File: config.mk
export PLATFORM = sky130hd
export DESIGN_NAME = pipe_hazard_unit
export DESIGN_NICKNAME = d
export VERILOG_FILES = /design/src/rtl/hz_pkg.sv /design/src/rtl/hz_stage_pipe.sv /design/src/rtl/hz_load_interlock.sv /design/src/rtl/hz_bypass_sel.sv /design/src/rtl/pipe_hazard_unit.sv
export SDC_FILE = /design/constraint.sdc
export NUM_CORES = 1
export LEC_CHECK = 0
export ABC_AREA = 1
export BUFFER_PORTS_ARGS = -buffer_cell sky130_fd_sc_hd__buf_2
export CAP_MARGIN = 30
export CELL_PAD_IN_SITES_DETAIL_PLACEMENT = 0
export CELL_PAD_IN_SITES_GLOBAL_PLACEMENT = 1
export CORE_MARGIN = 4
export CORE_UTILIZATION = 30
export CTS_CLUSTER_SIZE = 8
export DETAILED_ROUTE_END_ITERATION = 10
export PLACE_DENSITY_LB_ADDON = 0.1
export SKIP_CTS_REPAIR_TIMING = 1
export SYNTH_ARGS = -nofsm -noshare
export SYNTH_HDL_FRONTEND = slang
export SYNTH_SLANG_ARGS = --single-unit
File: constraint.sdc
create_clock -name clk -period 1.8 [get_ports clk]
set_clock_uncertainty 0.15 [all_clocks]
set_input_delay 0.18 -clock clk [delete_from_list [all_inputs] [get_ports clk]]
set_output_delay 0.18 -clock clk [all_outputs]
set_load 0.01 [all_outputs]
File: src/rtl/hz_pkg.sv
package hz_pkg;
  typedef enum logic [1:0] {
    FWD_RF  = 2'd0,
    FWD_MEM = 2'd1,
    FWD_WB  = 2'd2
  } fwd_sel_e;
endpackage

File: src/rtl/hz_stage_pipe.sv
// Control-field shadow of the ALU, memory and write-back stages.
module hz_stage_pipe #(
  parameter int AW = 5,
  parameter int NS = 2
) (
  input  logic                  clk,
  input  logic                  rst,
  input  logic                  hold,
  input  logic [NS-1:0][AW-1:0] dec_src,
  input  logic [AW-1:0]         dec_rd,
  input  logic                  dec_we,
  input  logic                  dec_ld,
  output logic [NS-1:0][AW-1:0] ex_src,
  output logic [AW-1:0]         ex_rd,
  output logic                  ex_we,
  output logic                  ex_ld,
  output logic                  ex_bub,
  output logic [AW-1:0]         mem_rd,
  output logic                  mem_we,
  output logic                  mem_ld,
  output logic [AW-1:0]         wb_rd,
  output logic                  wb_we
);
  always_ff @(posedge clk) begin
    if (rst) begin
      ex_src <= '0;
      ex_rd  <= '0;
      ex_we  <= 1'b0;
      ex_ld  <= 1'b0;
      ex_bub <= 1'b0;
      mem_rd <= '0;
      mem_we <= 1'b0;
      mem_ld <= 1'b0;
      wb_rd  <= '0;
      wb_we  <= 1'b0;
    end else begin
      if (hold) begin
        // inserted no-op: nothing read, nothing written
        ex_src <= '0;
        ex_rd  <= '0;
        ex_we  <= 1'b0;
        ex_ld  <= 1'b0;
      end else begin
        ex_src <= dec_src;
        ex_rd  <= dec_rd;
        ex_we  <= dec_we;
        ex_ld  <= dec_ld;
      end
      ex_bub <= hold;
      mem_rd <= ex_rd;
      mem_we <= ex_we;
      mem_ld <= ex_ld;
      wb_rd  <= mem_rd;
      wb_we  <= mem_we;
    end
  end
endmodule

File: src/rtl/hz_load_interlock.sv
// Load-use detection between the ALU-stage load and the decode sources.
module hz_load_interlock #(
  parameter int AW = 5,
  parameter int NS = 2
) (
  input  logic [NS-1:0][AW-1:0] dec_src,
  input  logic [AW-1:0]         ex_rd,
  input  logic                  ex_we,
  input  logic                  ex_ld,
  output logic                  stall
);
  logic          ld_live;
  logic [NS-1:0] hit;

  assign ld_live = ex_we && ex_ld && (ex_rd != '0);

  for (genvar s = 0; s < NS; s++) begin : g_src
    assign hit[s] = ld_live && (dec_src[s] == ex_rd);
  end

  assign stall = |hit;
endmodule

File: src/rtl/hz_bypass_sel.sv
// Bypass choice for one ALU-stage operand; the younger producer wins.
module hz_bypass_sel #(
  parameter int AW = 5
) (
  input  logic [AW-1:0]    src,
  input  logic [AW-1:0]    mem_rd,
  input  logic             mem_we,
  input  logic             mem_ld,
  input  logic [AW-1:0]    wb_rd,
  input  logic             wb_we,
  output hz_pkg::fwd_sel_e sel
);
  logic nz, mem_hit, wb_hit;

  assign nz      = (src != '0);
  // load data is not yet in the ALU/memory register
  assign mem_hit = nz && mem_we && !mem_ld && (mem_rd == src);
  assign wb_hit  = nz && wb_we && (wb_rd == src);

  always_comb begin
    if (mem_hit)     sel = hz_pkg::FWD_MEM;
    else if (wb_hit) sel = hz_pkg::FWD_WB;
    else             sel = hz_pkg::FWD_RF;
  end
endmodule

File: src/rtl/pipe_hazard_unit.sv
module pipe_hazard_unit #(
  parameter int AW = 5
) (
  input  logic          clk,
  input  logic          rst,
  input  logic [AW-1:0] dec_rs1,
  input  logic [AW-1:0] dec_rs2,
  input  logic [AW-1:0] dec_rd,
  input  logic          dec_wr,
  input  logic          dec_load,
  output logic          stall,
  output logic          bubble,
  output logic [1:0]    alu_sel_a,
  output logic [1:0]    alu_sel_b
);
  localparam int NS = 2;

  logic [NS-1:0][AW-1:0] dec_src, ex_src;
  logic [AW-1:0]         ex_rd, mem_rd, wb_rd;
  logic                  ex_we, ex_ld, ex_bub, mem_we, mem_ld, wb_we;
  logic                  hold;
  hz_pkg::fwd_sel_e      sel [NS];

  assign dec_src = {dec_rs2, dec_rs1};

  hz_load_interlock #(.AW(AW), .NS(NS)) u_lock (
    .dec_src (dec_src),
    .ex_rd   (ex_rd),
    .ex_we   (ex_we),
    .ex_ld   (ex_ld),
    .stall   (hold)
  );

  hz_stage_pipe #(.AW(AW), .NS(NS)) u_pipe (
    .clk     (clk),
    .rst     (rst),
    .hold    (hold),
    .dec_src (dec_src),
    .dec_rd  (dec_rd),
    .dec_we  (dec_wr),
    .dec_ld  (dec_load),
    .ex_src  (ex_src),
    .ex_rd   (ex_rd),
    .ex_we   (ex_we),
    .ex_ld   (ex_ld),
    .ex_bub  (ex_bub),
    .mem_rd  (mem_rd),
    .mem_we  (mem_we),
    .mem_ld  (mem_ld),
    .wb_rd   (wb_rd),
    .wb_we   (wb_we)
  );

  for (genvar s = 0; s < NS; s++) begin : g_byp
    hz_bypass_sel #(.AW(AW)) u_sel (
      .src    (ex_src[s]),
      .mem_rd (mem_rd),
      .mem_we (mem_we),
      .mem_ld (mem_ld),
      .wb_rd  (wb_rd),
      .wb_we  (wb_we),
      .sel    (sel[s])
    );
  end

  assign stall     = hold;
  assign bubble    = ex_bub;
  assign alu_sel_a = sel[0];
  assign alu_sel_b = sel[1];
endmodule

==> Word level (Yosys, flattened, before mapping) <==
Cells that the tools add are included.
{ "totals": {"output_inout_bits": 6, "latch_bits": 0, "ff_bits": 31, "mem_bits_rw": 0, "n_memories": 0, "inputBits": 19, "rom_bits": 0} }
{ "classes": {"order_cmp": 0, "eq_ne": 6, "mux": 4, "n_addsub": 0, "mul": 0, "div_mod_pow": 0, "n_bitwise": 0, "reduce_logical": 20, "shifts": 0} }
{ "ops": {"columns": ["op", "n"], "rows": [
  ["$eq A5 B5 Y1", 6],
  ["$reduce_bool A5 Y1", 3],
  ["$logic_and A1 B1 Y1", 14],
  ["$mux W2", 4],
  ["$reduce_or A3 Y1", 1],
  ["$reduce_or A2 Y1", 1],
  ["$logic_not A1 Y1", 1]
]} }

==> Longest topological paths before layout <==
Gate-level depths: netlist (run 1).
{ "logic_depth": {"word_depth": 5, "depth_mapped": 9} }

==> Modules after synthesis <==
A second synthesis (run 1) with hierarchy kept.
{ "unflattened": {"hier_cells": 266, "hier_area_um2": 1632.8} }
{ "modules_own_cells": {"columns": ["module", "area_each_um2", "cells_per_inst", "n_inst"], "rows": [
  ["hz_stage_pipe", 884.6, 97, 1],
  ["hz_bypass_sel", 275.3, 62, 2],
  ["hz_load_interlock", 197.7, 45, 1]
]} }

==> Worst setup path after synthesis (run 1) <==
Ideal clock, no wire load.
{ "synth_timing": {"path_type": "reg2reg", "start": "register u_pipe.ex_rd[3]", "end": "register u_pipe.ex_src[9] (netlist name)", "required_ns": 1.537, "synth_period_minus_slack_ns": 1.349, "path_buffers": 1, "arrival_ns": 1.086, "setup_slack_ns": 0.451, "stages_incl_launch_ff": 8, "cell_sequence": "dfxtp_1 xnor2_1 nand2_1 nor2_2 nand3_2 nand3_4 buf_12 nor2_4"} }
{ "synth_between": {"elab_chain_cells": 4, "word_cells_on_any_way": 7, "cone_classes": "2 x eq/ne; 5 x reduce/logical"} }
{ "synth_lines": {"columns": ["item", "line", "source"], "rows": [
  ["start, declared", "hz_stage_pipe.sv:14", "output logic [AW-1:0] ex_rd,"],
  ["start signal, assigned", "hz_stage_pipe.sv:45", "ex_rd <= dec_rd;"],
  ["$reduce_bool A5 Y1", "hz_load_interlock.sv:15", "assign ld_live = ex_we && ex_ld && (ex_rd != '0);"],
  ["$logic_and A1 B1 Y1", "hz_load_interlock.sv:15", null],
  ["$logic_and A1 B1 Y1", "hz_load_interlock.sv:18", "assign hit[s] = ld_live && (dec_src[s] == ex_rd);"],
  ["$reduce_or A3 Y1 (no line) (*)", null, null],
  ["end signal, assigned", "hz_stage_pipe.sv:44", "ex_src <= dec_src;"],
  ["end, declared", "hz_stage_pipe.sv:13", "output logic [NS-1:0][AW-1:0] ex_src,"]
]} }
Mark *: on every way between the ends. The rest lies on a longest branch, timed or not.
A chain may end at the register's enable or synchronous reset.

==> Worst setup path after layout (run 1) <==
{ "layout_timing": {"start": "register u_pipe.mem_we", "end": "output alu_sel_a[1]"} }
{ "layout_between": {"elab_chain_cells": 4} }
{ "layout_lines": {"columns": ["item", "line", "source"], "rows": [
  ["start, declared", "hz_stage_pipe.sv:19", "output logic mem_we,"],
  ["start signal, assigned", "hz_stage_pipe.sv:51", "mem_we <= ex_we;"],
  ["$logic_and A1 B1 Y1 (3 in a row)", "hz_bypass_sel.sv:17", "assign mem_hit = nz && mem_we && !mem_ld && (mem_rd == src);"],
  ["$mux W2", "hz_bypass_sel.sv:21", "if (mem_hit) sel = hz_pkg::FWD_MEM;"],
  ["end, declared", "pipe_hazard_unit.sv:13", "output logic [1:0] alu_sel_a,"]
]} }
Every way passes these cells.

==> flow_metrics.env, run 1 <==
export IMPL_die_area_mm2=0.006089
export IMPL_synth_area_mm2=0.001471
export IMPL_reg2regPathDepth=7
export IMPL_syn_area_per_cell_um2=7.585
export IMPL_ios=25
export IMPL_status="completed"
export IMPL_cp_common_cell="nor2_1"
export IMPL_path_buf_inv=2
export IMPL_nNetsFinal=253
export IMPL_clk_path_buf_depth=2
export IMPL_critPathCaptureType="primary output"
export IMPL_wl_per_cell_um=11.32
export IMPL_total_leakage_power_uw=0.0008948
export IMPL_hold_start="dec_rs2[2]"
export IMPL_worst_setup_path_start_kind="flop"
export IMPL_clkPwrFrac=0.364
export IMPL_rows=25
export IMPL_portBuffers=24
export IMPL_grt_max_degree=18
export IMPL_place_hpwl_um=2669
export IMPL_crit_path_max_fanout=2
export IMPL_drtIter0Drc=62
export IMPL_setup_viol=0
export IMPL_ys_top_cells_by_area="dfxtp_1, nand2_1, inv_1"
export IMPL_worstReg2RegStart="u_pipe.ex_rd[0]$_SDFF_PP0_"
export IMPL_p_sw_frac=0.2551
export IMPL_period_share=0.9856
export IMPL_clk_latency_ps=270
export IMPL_rsz0062_at_grt="yes"
export IMPL_ys_warn_count=0
export IMPL_gp_congestion=0.7769
export IMPL_maxSlewViolCount=0
export IMPL_cp_slowest_cell="dfxtp_2"
export IMPL_fin_crit_ps=1774
export IMPL_p_int_uw=1113
export IMPL_antenna_left=0
export IMPL_p_comb_frac=0.135
export IMPL_cts_max_level=2
export IMPL_overflow=0
export IMPL_grt_pass1_vias=1246
export IMPL_synth_edff_count=0
export IMPL_grt_use_total=0.1248
export IMPL_finalHoldViolations=0
export IMPL_area_growth_pct=27.64
export IMPL_synth_cell_types=27
export IMPL_core_area_mm2=0.004723
export IMPL_grt_pass1_wl_um=5782
export IMPL_min_to="u_pipe.ex_src[7]$_SDFF_PP0_"
export IMPL_crit_type="flop to primary output"
export IMPL_routed_wl_um=3407
export IMPL_placed_area_mm2=0.001644
export IMPL_cp_required_ps=1470
export IMPL_ys_seq_area_frac=0.4218
export IMPL_antenna_cells=0
export IMPL_arrival_ps=1440
export IMPL_power_switching_uw=381.3
export IMPL_dieHeight_um=78.04
export IMPL_synth_top_cell_area_share=0.4218
export IMPL_utilization=0.3976
export IMPL_syn_nets=213
export IMPL_cts_tree="yes"
export IMPL_antenna_found_initial=0
export IMPL_first_pass_iters=5
export IMPL_fin_area_mm2=0.001878
export IMPL_synth_main_ff_cell="dfxtp_1"
export IMPL_slowest_delay_ps=320
export IMPL_cts_sinks=31
export IMPL_drv_cap=0
export IMPL_ys_async_sr_fraction=0
export IMPL_vias=1229
export IMPL_tightest_slew_ps=413.9
export IMPL_ir_drop_uv=318.1
export IMPL_seqPwrFrac=0.501
export IMPL_post_drt_via_cell_ratio=4.083
export IMPL_worst_path_stages=7
export IMPL_ff2ff_setup_slack_ps=210
export IMPL_hold_path_class="primary input to flop"
export IMPL_route_detailed_drc=0
export IMPL_die_width_um=78.04
export IMPL_drive_gt1_frac=0.3120
export IMPL_start_util=0.3115
export IMPL_rr_endpoint="u_pipe.ex_src[6]$_SDFF_PP0_"
export IMPL_slew_headroom=0.7240
export IMPL_cts_buffers=5
export IMPL_yosys_area_top_type="dfxtp_1"
export IMPL_min_delay_path_depth=3
export IMPL_crit_path_cell_trace="inv_2 -> or2_4 -> a21oi_2 -> o211ai_1 -> nor2_1 -> nor2_1 -> buf_2"
export IMPL_ys_ff_latch=31
export IMPL_clkSlewWorstSetupHoldPaths_ps=60
export IMPL_cp_top_family="simple AND/OR/NAND/NOR gates"
export IMPL_synthCells=194
export IMPL_max_freq_mhz=563.7
export IMPL_ctsRootBufferMaster="clkbuf_8"
export IMPL_power_density_mw_per_mm2=795.9
==> logic make-up (layout without fill, tap and decap cells) <==
group | count (synthesis) | in the layout | share of synthesized area
XOR/XNOR | 12 | 12 | 0.07143
buffers and inverters | 44 | 84 | 0.1301
AND/OR/NAND/NOR | 93 | 93 | 0.3189
AO/OA/AOI/OAI | 14 | 14 | 0.05782
flip-flops | 31 | 31 | 0.4218
==> placed cells by master, fill, tap and decap left out, drive strengths merged <==
| master | netlist | layout |
|---|---|---|
| o211ai | 2 | 2 |
| xnor2 | 8 | 8 |
| buf | 3 | 31 |
| o21ai | 2 | 2 |
| o22ai | 3 | 3 |
| dfxtp | 31 | 31 |
| nand2 | 37 | 37 |
| nand3 | 7 | 7 |
| clkbuf | 1 | 6 |
| nor2 | 41 | 41 |
| xor2 | 4 | 4 |
| clkinv | 0 | 1 |
| dlygate4sd3 | 0 | 6 |
| o21a | 1 | 1 |
| nor3 | 5 | 5 |
| o2111ai | 1 | 1 |
| inv | 40 | 40 |
| or2 | 2 | 2 |
| a21oi | 5 | 5 |
| nand4 | 1 | 1 |
==> per-stage QoR <==
step	cells	power (uW)	hold slack (ps)	setup TNS, ps	worst slack [ps]
finish	301	1495	3.943	0	25.86
global route	301	1587	2.327	-250.2	-137.4
CTS	289	1497	-45.91	-113.2	-62.03
detailed placement	282	936.9	253.5	0	138.5
global placement	282	935.3	249.1	0	184.1
floorplan	194	881.9	99.07	0	450.6
==> synthesized netlist by cell type (3+ instances only) <==
| cell | number |
|---|---|
| o22ai_1 | 3 |
| xnor2_1 | 8 |
| xor2_1 | 4 |
| nand3_1 | 5 |
| inv_2 | 4 |
| nor3_1 | 5 |
| nor2_1 | 30 |
| inv_1 | 35 |
| nor2_4 | 10 |
| a21oi_1 | 5 |
| nand2_1 | 36 |
| dfxtp_1 | 31 |
==> layout make-up <==
type / instances / area, um2
Fill cell: 527 / 2845
Inverter: 40 / 152.6
Sequential cell: 31 / 626.9
Multi-Input combinational cell: 119 / 694.4
Clock buffer: 6 / 82.58
Timing Repair Buffer: 37 / 232.7
Tap cell: 67 / 83.83
Clock inverter: 1 / 5.005
==> registers in the layout (all words and copies together) (netlist names), 5 cells and up <==
signal / count
u_pipe.ex_rd: 5
u_pipe.mem_rd: 5
u_pipe.wb_rd: 5
u_pipe.ex_src: 10
==> layer usage <==
metal	GRT usage	routed length, um
met5	0	0
met4	0.05245	25
met3	0.04358	141
met2	0.2209	1758
met1	0.1344	1481
==> how the worst max path moves through the flow <==
| stage | startpoint | end | slack, ps |
|---|---|---|---|
| global route | u_pipe.ex_src[0]$_SDFF_PP0_ | alu_sel_a[1] | -140 |
| detailed placement | u_pipe.ex_rd[3]$_SDFF_PP0_ | u_pipe.ex_src[6]$_SDFF_PP0_ | 140 |
| finish | u_pipe.mem_we$_SDFF_PP0_ | alu_sel_a[1] | 30 |
| global placement | u_pipe.ex_rd[3]$_SDFF_PP0_ | u_pipe.ex_rd[4]$_SDFF_PP0_ | 180 |
| CTS | u_pipe.ex_src[0]$_SDFF_PP0_ | alu_sel_a[1] | -60 |
| floorplan | u_pipe.mem_we$_SDFF_PP0_ | alu_sel_b[0] | 450 |
==> worst register-to-register path, cell delays in order, from the launching register on <==
cell and delay (ps):
dfxtp_1 390, nand2_1 70, nand2_1 60, nand2_1 90, nor2_2 130, nand3_2 120
nand3_4 350, nor2_1 100
==> power by group through the flow <==
stage	sequential [uW]	clock (uW)	combinational (uW)
CTS	746	575	175
finish	749	544	201
detailed placement	762	0	175
global placement	762	0	173
floorplan	753	0	129
global route	753	605	229
No activity file was read; power rests on OpenSTA's default activity.
==> run 2: changes to the inputs <==
Settings changed: SYNTH_HIERARCHICAL set to 1.
==> run 2 against run 1 <==
  * The flow now finishes with violations (negative hold slack)
  * Clock power up 10%
  * Sequential power about the same
  * Setup slack better by 69 ps
  * Global-route usage down 1.0 points
  * Hold slack worse by 13 ps
  * Sequential cell count unchanged
  * Area after synthesis up 11%
  * Non-clock buffer count up 2
  * Die area up 9.8%
  * Total power up 4.6%
  * Critical endpoint is now stall
  * Highest routed layer unchanged
==> flow_metrics.env, run 2 <==
export IMPL_status="complete, but fails checks"
export IMPL_failed_checks="negative hold slack"
export IMPL_wl_per_cell_um=9.069
export IMPL_max_freq_mhz=586.4
export IMPL_multiInputGateArea_um2=709.4
export IMPL_power_density_mw_per_mm2=757.1
export IMPL_synth_area_mm2=0.001633
export IMPL_final_common_cell="nand2_1"
export IMPL_clkSlewWorstSetupHoldPaths_ps=60
export IMPL_crit_type="primary input to primary output"
export IMPL_fin_crit_ps=1705
export IMPL_regMostFlops="u_pipe/ex_src"
export IMPL_syn_area_per_cell_um2=6.138
export IMPL_utilization=0.3969
export IMPL_clk_path_buf_depth=2
export IMPL_setup_viol=0
export IMPL_rsz0062_at_grt="no"
export IMPL_syn_nets=285
export IMPL_hold_path_class="primary input to flop"
export IMPL_rr_endpoint="u_pipe/ex_src[8]$_SDFF_PP0_"
export IMPL_antenna_found_initial=0
export IMPL_nFillCells=586
export IMPL_slew_headroom=0.8053
export IMPL_worstReg2RegStart="u_pipe/ex_rd[0]$_SDFF_PP0_"
export IMPL_ys_seq_area_frac=0.3801
export IMPL_ff2ff_setup_slack_ps=280
export IMPL_reg2regPathDepth=9
export IMPL_routed_wl_um=3437
export IMPL_gp_congestion=0.7487
export IMPL_drive_gt1_frac=0.2071
export IMPL_first_pass_iters=4
export IMPL_placed_area_mm2=0.001809
export IMPL_ctsRootBufferMaster="clkbuf_8"
export IMPL_yosysMostFrequentCell="nand2_1"
export IMPL_portBuffers=24
export IMPL_power_total_uw=1564
export IMPL_ys_async_sr_fraction=0
export IMPL_synth_cell_types=16
export IMPL_antenna_cells=0
export IMPL_drv_cap=0
export IMPL_start_util=0.3137
export IMPL_ios=25
export IMPL_die_width_um=81.78
export IMPL_antenna_left=0
export IMPL_critPathCaptureType="primary output"
export IMPL_synth_top_cell_area_share=0.3801
export IMPL_fin_area_mm2=0.002066
export IMPL_total_leakage_power_uw=0.001104
export IMPL_seqCellArea_um2=624.3
export IMPL_ys_warn_count=6
export IMPL_final_cell_mix="nand2_1, inv_1, nor2_1"
export IMPL_synthCells=266
export IMPL_worstSetupStartpoint="dec_rs1[2]"
export IMPL_fin_tns_setup_ps=0
export IMPL_cts_max_level=2
export IMPL_worst_setup_path_start_kind="primary input"
export IMPL_period_share=0.9474
export IMPL_largest_register_ff_count=10
export IMPL_overflow=0
export IMPL_finalHoldViolations=2
export IMPL_cp_endpoint="stall"
export IMPL_nNetsFinal=327
export IMPL_clk_latency_ps=280
export IMPL_synth_main_ff_cell="dfxtp_1"
export IMPL_synth_edff_count=0
export IMPL_cts_sinks=31
export IMPL_place_hpwl_um=2643
export IMPL_grt_pass1_wl_um=5699
export IMPL_crit_path_max_fanout=2
export IMPL_synthTopCellsByCount="nand2_1, inv_1, nor2_1"
export IMPL_area_growth_pct=26.51
export IMPL_tightest_slew_ps=292.1
export IMPL_drtIter0Drc=73
export IMPL_ys_ff_latch=31
export IMPL_maxSlewViolCount=0
export IMPL_route_detailed_drc=0
export IMPL_dieHeight_um=81.78
export IMPL_cts_tree="yes"
export IMPL_die_area_mm2=0.006687
export IMPL_post_drt_via_cell_ratio=3.697
export IMPL_cp_required_ps=1470
export IMPL_core_area_mm2=0.005205
export IMPL_grt_max_degree=18
export IMPL_grt_pass1_vias=1221
export IMPL_vias=1401
export IMPL_ys_top_cells_by_area="dfxtp_1, nand2_1, inv_1"
export IMPL_arrival_ps=1380
export IMPL_grt_use_total=0.1144
export IMPL_yosys_area_top_type="dfxtp_1"
export IMPL_timing_hold_ws_ps=-8.844
export IMPL_ir_drop_uv=495.0
export IMPL_rows=26
export IMPL_cts_buffers=5
==> run 2: cell types whose count changed after synthesis, sizes merged, moves of 2 or more <==
cell    delta
nand2     +45
nor2      +21
o211ai     -2
a21oi      -5
inv       +33
o22ai      -3
nor3       -5
nand3      -2
or2        -2
o21ai      -2
xnor2      -4
==> run 2: through the flow <==
step | std cells | setup WS (ps)
floorplan | 266 | 398.3
global placement | 356 | 237.5
detailed placement | 356 | 236.3
CTS | 364 | 76.83
global route | 379 | 2.520
finish | 379 | 94.77
==> run 2: where the power goes <==
group	internal, uW	total, uW	leakage (uW)	switching [uW]
Clock	349	600	0.0000515	251
Combinational	98.0	212	0.000796	114
Sequential	718	752	0.000257	34.1
Total	1160	1560	0.00110	399
==> run 2: metal layers <==
metal / track usage / vias to the layer above / part of all wire
met2: 0.1769 / 26 / 0.46
met4: 0.03987 / 0 / 0.011
li1: - / 818 / -
met3: 0.03070 / 4 / 0.047
met1: 0.1528 / 553 / 0.48
met5: 0 / - / 0
==> run 2: critical path, cell delays in order <==
cell           delay [ps]
dlygate4sd3_1         530
buf_2                 130
xor2_1                130
nor2_1                120
nand3_1                80
nand2_1                80
buf_2                 130
==> run 2: cell type report <==
cell class | instances | area share
repair buffers | 39 | 0.1308
clock buffers | 8 | 0.04846
flip-flops and latches | 31 | 0.3022
well taps | 70 | 0.04240
inverters | 73 | 0.1326
multi-input cells | 158 | 0.3434
==> run 2: logic make-up (layout without fill, tap and decap cells) <==
family / Yosys count / after routing / share of synthesized area
and+or+nand+nor: 151 / 151 / 0.3954
buffers and inverters: 77 / 120 / 0.1870
xor gates and xnor gates: 7 / 7 / 0.03755
DFF: 31 / 31 / 0.3801
==> run 2: how the worst min path moves through the flow <==
| stage | slack (ps) | startpoint | to | cells past startpoint |
|---|---|---|---|---|
| 6_report | -9 | dec_rs1[1] | u_pipe/ex_src[1]$_SDFF_PP0_ | 3 |
| 4_1_cts | -50 | dec_rd[3] | u_pipe/ex_rd[3]$_SDFF_PP0_ | 3 |
| 3_5_place_dp | 250 | dec_rd[0] | u_pipe/ex_rd[0]$_SDFF_PP0_ | 3 |
| 2_1_floorplan | 100 | rst | u_pipe/mem_we$_SDFF_PP0_ | 1 |
| 3_3_place_gp | 240 | dec_rd[3] | u_pipe/ex_rd[3]$_SDFF_PP0_ | 3 |
| 5_1_grt | 3 | dec_rs1[0] | u_pipe/ex_src[0]$_SDFF_PP0_ | 3 |
==> run 3: changes to the inputs <==
Settings changed: REMOVE_ABC_BUFFERS set to 1.
==> run 3 against run 2 <==
  * The flow still finishes with violations (negative hold slack)
  * First-iteration DRC count is 22% lower
  * Combinational power hardly changed
  * Setup slack worse by 9.8 ps
  * Cell area is 1.2% lower
  * Non-clock buffer count is 2 lower
  * Hold slack worse by 1.6 ps
  * Register-to-register slack better by 30 ps
==> flow_metrics.env, run 3 (synthesized netlist as in run 2, its figures left out) <==
export IMPL_grt_max_degree=18
export IMPL_routed_wl_um=3494
export IMPL_maxSlewViolCount=0
export IMPL_ctsRootBufferMaster="clkbuf_8"
export IMPL_period_share=0.9528
export IMPL_ff2ff_setup_slack_ps=310
export IMPL_nFillCells=576
export IMPL_worst_setup_path_start_kind="primary input"
export IMPL_grt_use_total=0.1179
export IMPL_min_delay_path_depth=3
export IMPL_hold_path_class="primary input to flop"
export IMPL_ir_drop_uv=528.8
export IMPL_total_leakage_power_uw=0.001096
export IMPL_die_width_um=81.78
export IMPL_failed_checks="negative hold slack"
export IMPL_cts_tree="yes"
export IMPL_cts_sinks=31
export IMPL_drive_gt1_frac=0.1987
export IMPL_dieHeight_um=81.78
export IMPL_crit_path_max_fanout=2
export IMPL_overflow=0
export IMPL_fin_crit_ps=1715
export IMPL_wl_per_cell_um=9.268
export IMPL_rows=26
export IMPL_drv_cap=0
export IMPL_area_growth_pct=25.06
export IMPL_gp_congestion=0.7351
export IMPL_post_drt_via_cell_ratio=3.692
export IMPL_portBuffers=24
export IMPL_cts_max_level=2
export IMPL_antenna_left=0
export IMPL_hold_start="dec_rs1[2]"
export IMPL_drtIter0Drc=57
export IMPL_rsz0062_at_grt="no"
export IMPL_grt_pass1_vias=1298
export IMPL_status="complete, but fails checks"
export IMPL_critPathCaptureType="primary output"
export IMPL_clk_path_buf_depth=2
export IMPL_tightest_slew_ps=325.7
export IMPL_reg2regPathDepth=8
export IMPL_slew_headroom=0.7828
export IMPL_cts_buffers=5
export IMPL_worstReg2RegStart="u_pipe/ex_rd[0]$_SDFF_PP0_"
export IMPL_first_pass_iters=4
export IMPL_largest_register_ff_count=10
export IMPL_cp_required_ps=1470
export IMPL_nNetsFinal=325
export IMPL_arrival_ps=1390
export IMPL_crit_type="primary input to primary output"
export IMPL_die_area_mm2=0.006687
export IMPL_antenna_cells=0
export IMPL_fin_ws_ps=84.95
export IMPL_clkSlewWorstSetupHoldPaths_ps=60
export IMPL_regMostFlops="u_pipe/ex_src"
export IMPL_rr_endpoint="u_pipe/ex_src[7]$_SDFF_PP0_"
export IMPL_start_util=0.3137
export IMPL_timing_hold_ws_ps=-10.47
export IMPL_place_hpwl_um=2682
export IMPL_worstSetupStartpoint="dec_rs1[4]"
export IMPL_final_common_cell="nand2_1"
export IMPL_max_freq_mhz=583.1
export IMPL_vias=1392
export IMPL_fin_tns_setup_ps=0
export IMPL_final_cell_mix="nand2_1, inv_1, nor2_1"
export IMPL_antenna_found_initial=0
export IMPL_route_detailed_drc=0
export IMPL_power_density_mw_per_mm2=757.6
export IMPL_min_to="u_pipe/ex_src[2]$_SDFF_PP0_"
export IMPL_core_area_mm2=0.005205
export IMPL_grt_pass1_wl_um=5913
export IMPL_power_total_uw=1547
export IMPL_clk_latency_ps=270
export IMPL_setup_viol=0
export IMPL_finalHoldViolations=2
export IMPL_ios=25
export IMPL_pre_cts_slack_ps=277.1
==> run 3: cell types whose count changed in the layout (fill, tap and decap cells not counted) <==
cell and delta:
dfxtp_1 +1, dfxtp_2 -1, nor2_1 +1, inv_2 -1, dlygate4sd3_1 -2, nor2_2 -1, inv_1 +1
==> run 3: report_power, final <==
group / total, uW / switching, uW / leakage, uW / internal (uW)
clock network: 586 / 237 / 0.0000515 / 348
registers: 752 / 34.4 / 0.000257 / 718
logic: 209 / 114 / 0.000788 / 94.9
total: 1550 / 386 / 0.00110 / 1160
==> run 3: through the flow <==
stage	area, um2	instances	utilization
floorplan	1602	262	-
global placement	1809	356	0.3476
detailed placement	1809	356	0.3476
CTS	1909	364	0.3668
global route	2042	377	0.3923
finish	2042	377	0.3923
==> run 3: worst max-delay path by stage <==
| stage | endpoint | slack [ps] |
|---|---|---|
| global route | alu_sel_a[1] | 8 |
| floorplan | u_pipe/ex_ld$_SDFF_PP0_ | 470 |
| finish | stall | 80 |
| global placement | u_pipe/ex_src[0]$_SDFF_PP0_ | 270 |
| CTS | alu_sel_b[1] | 70 |
| detailed placement | u_pipe/ex_src[7]$_SDFF_PP0_ | 280 |
==> run 3: per-layer routing <==
metal  global-route usage  part of all wire  up-vias
li1                     -                 -      814
met1               0.1537              0.51      551
met2               0.1842              0.44       25
met3              0.03618             0.039        2
met4              0.03987            0.0066        0
met5                    0                 0        -
==> run 3: layout make-up <==
cell class	count	area, um2	share of cell area
multi-input combinational	158	706.9	0.3462
tap	70	87.58	0.04289
clock buffer	8	100.1	0.04902
timing repair buffer	37	250.2	0.1225
inverter	73	274.0	0.1342
sequential	31	623.1	0.3051
==> run 3: worst max-delay path, stage by stage <==
cell and delay, ps:
dlygate4sd3_1 530, buf_2 130, xor2_1 130, nor2_1 120
nand3_1 80, nand2_1 80, buf_2 130
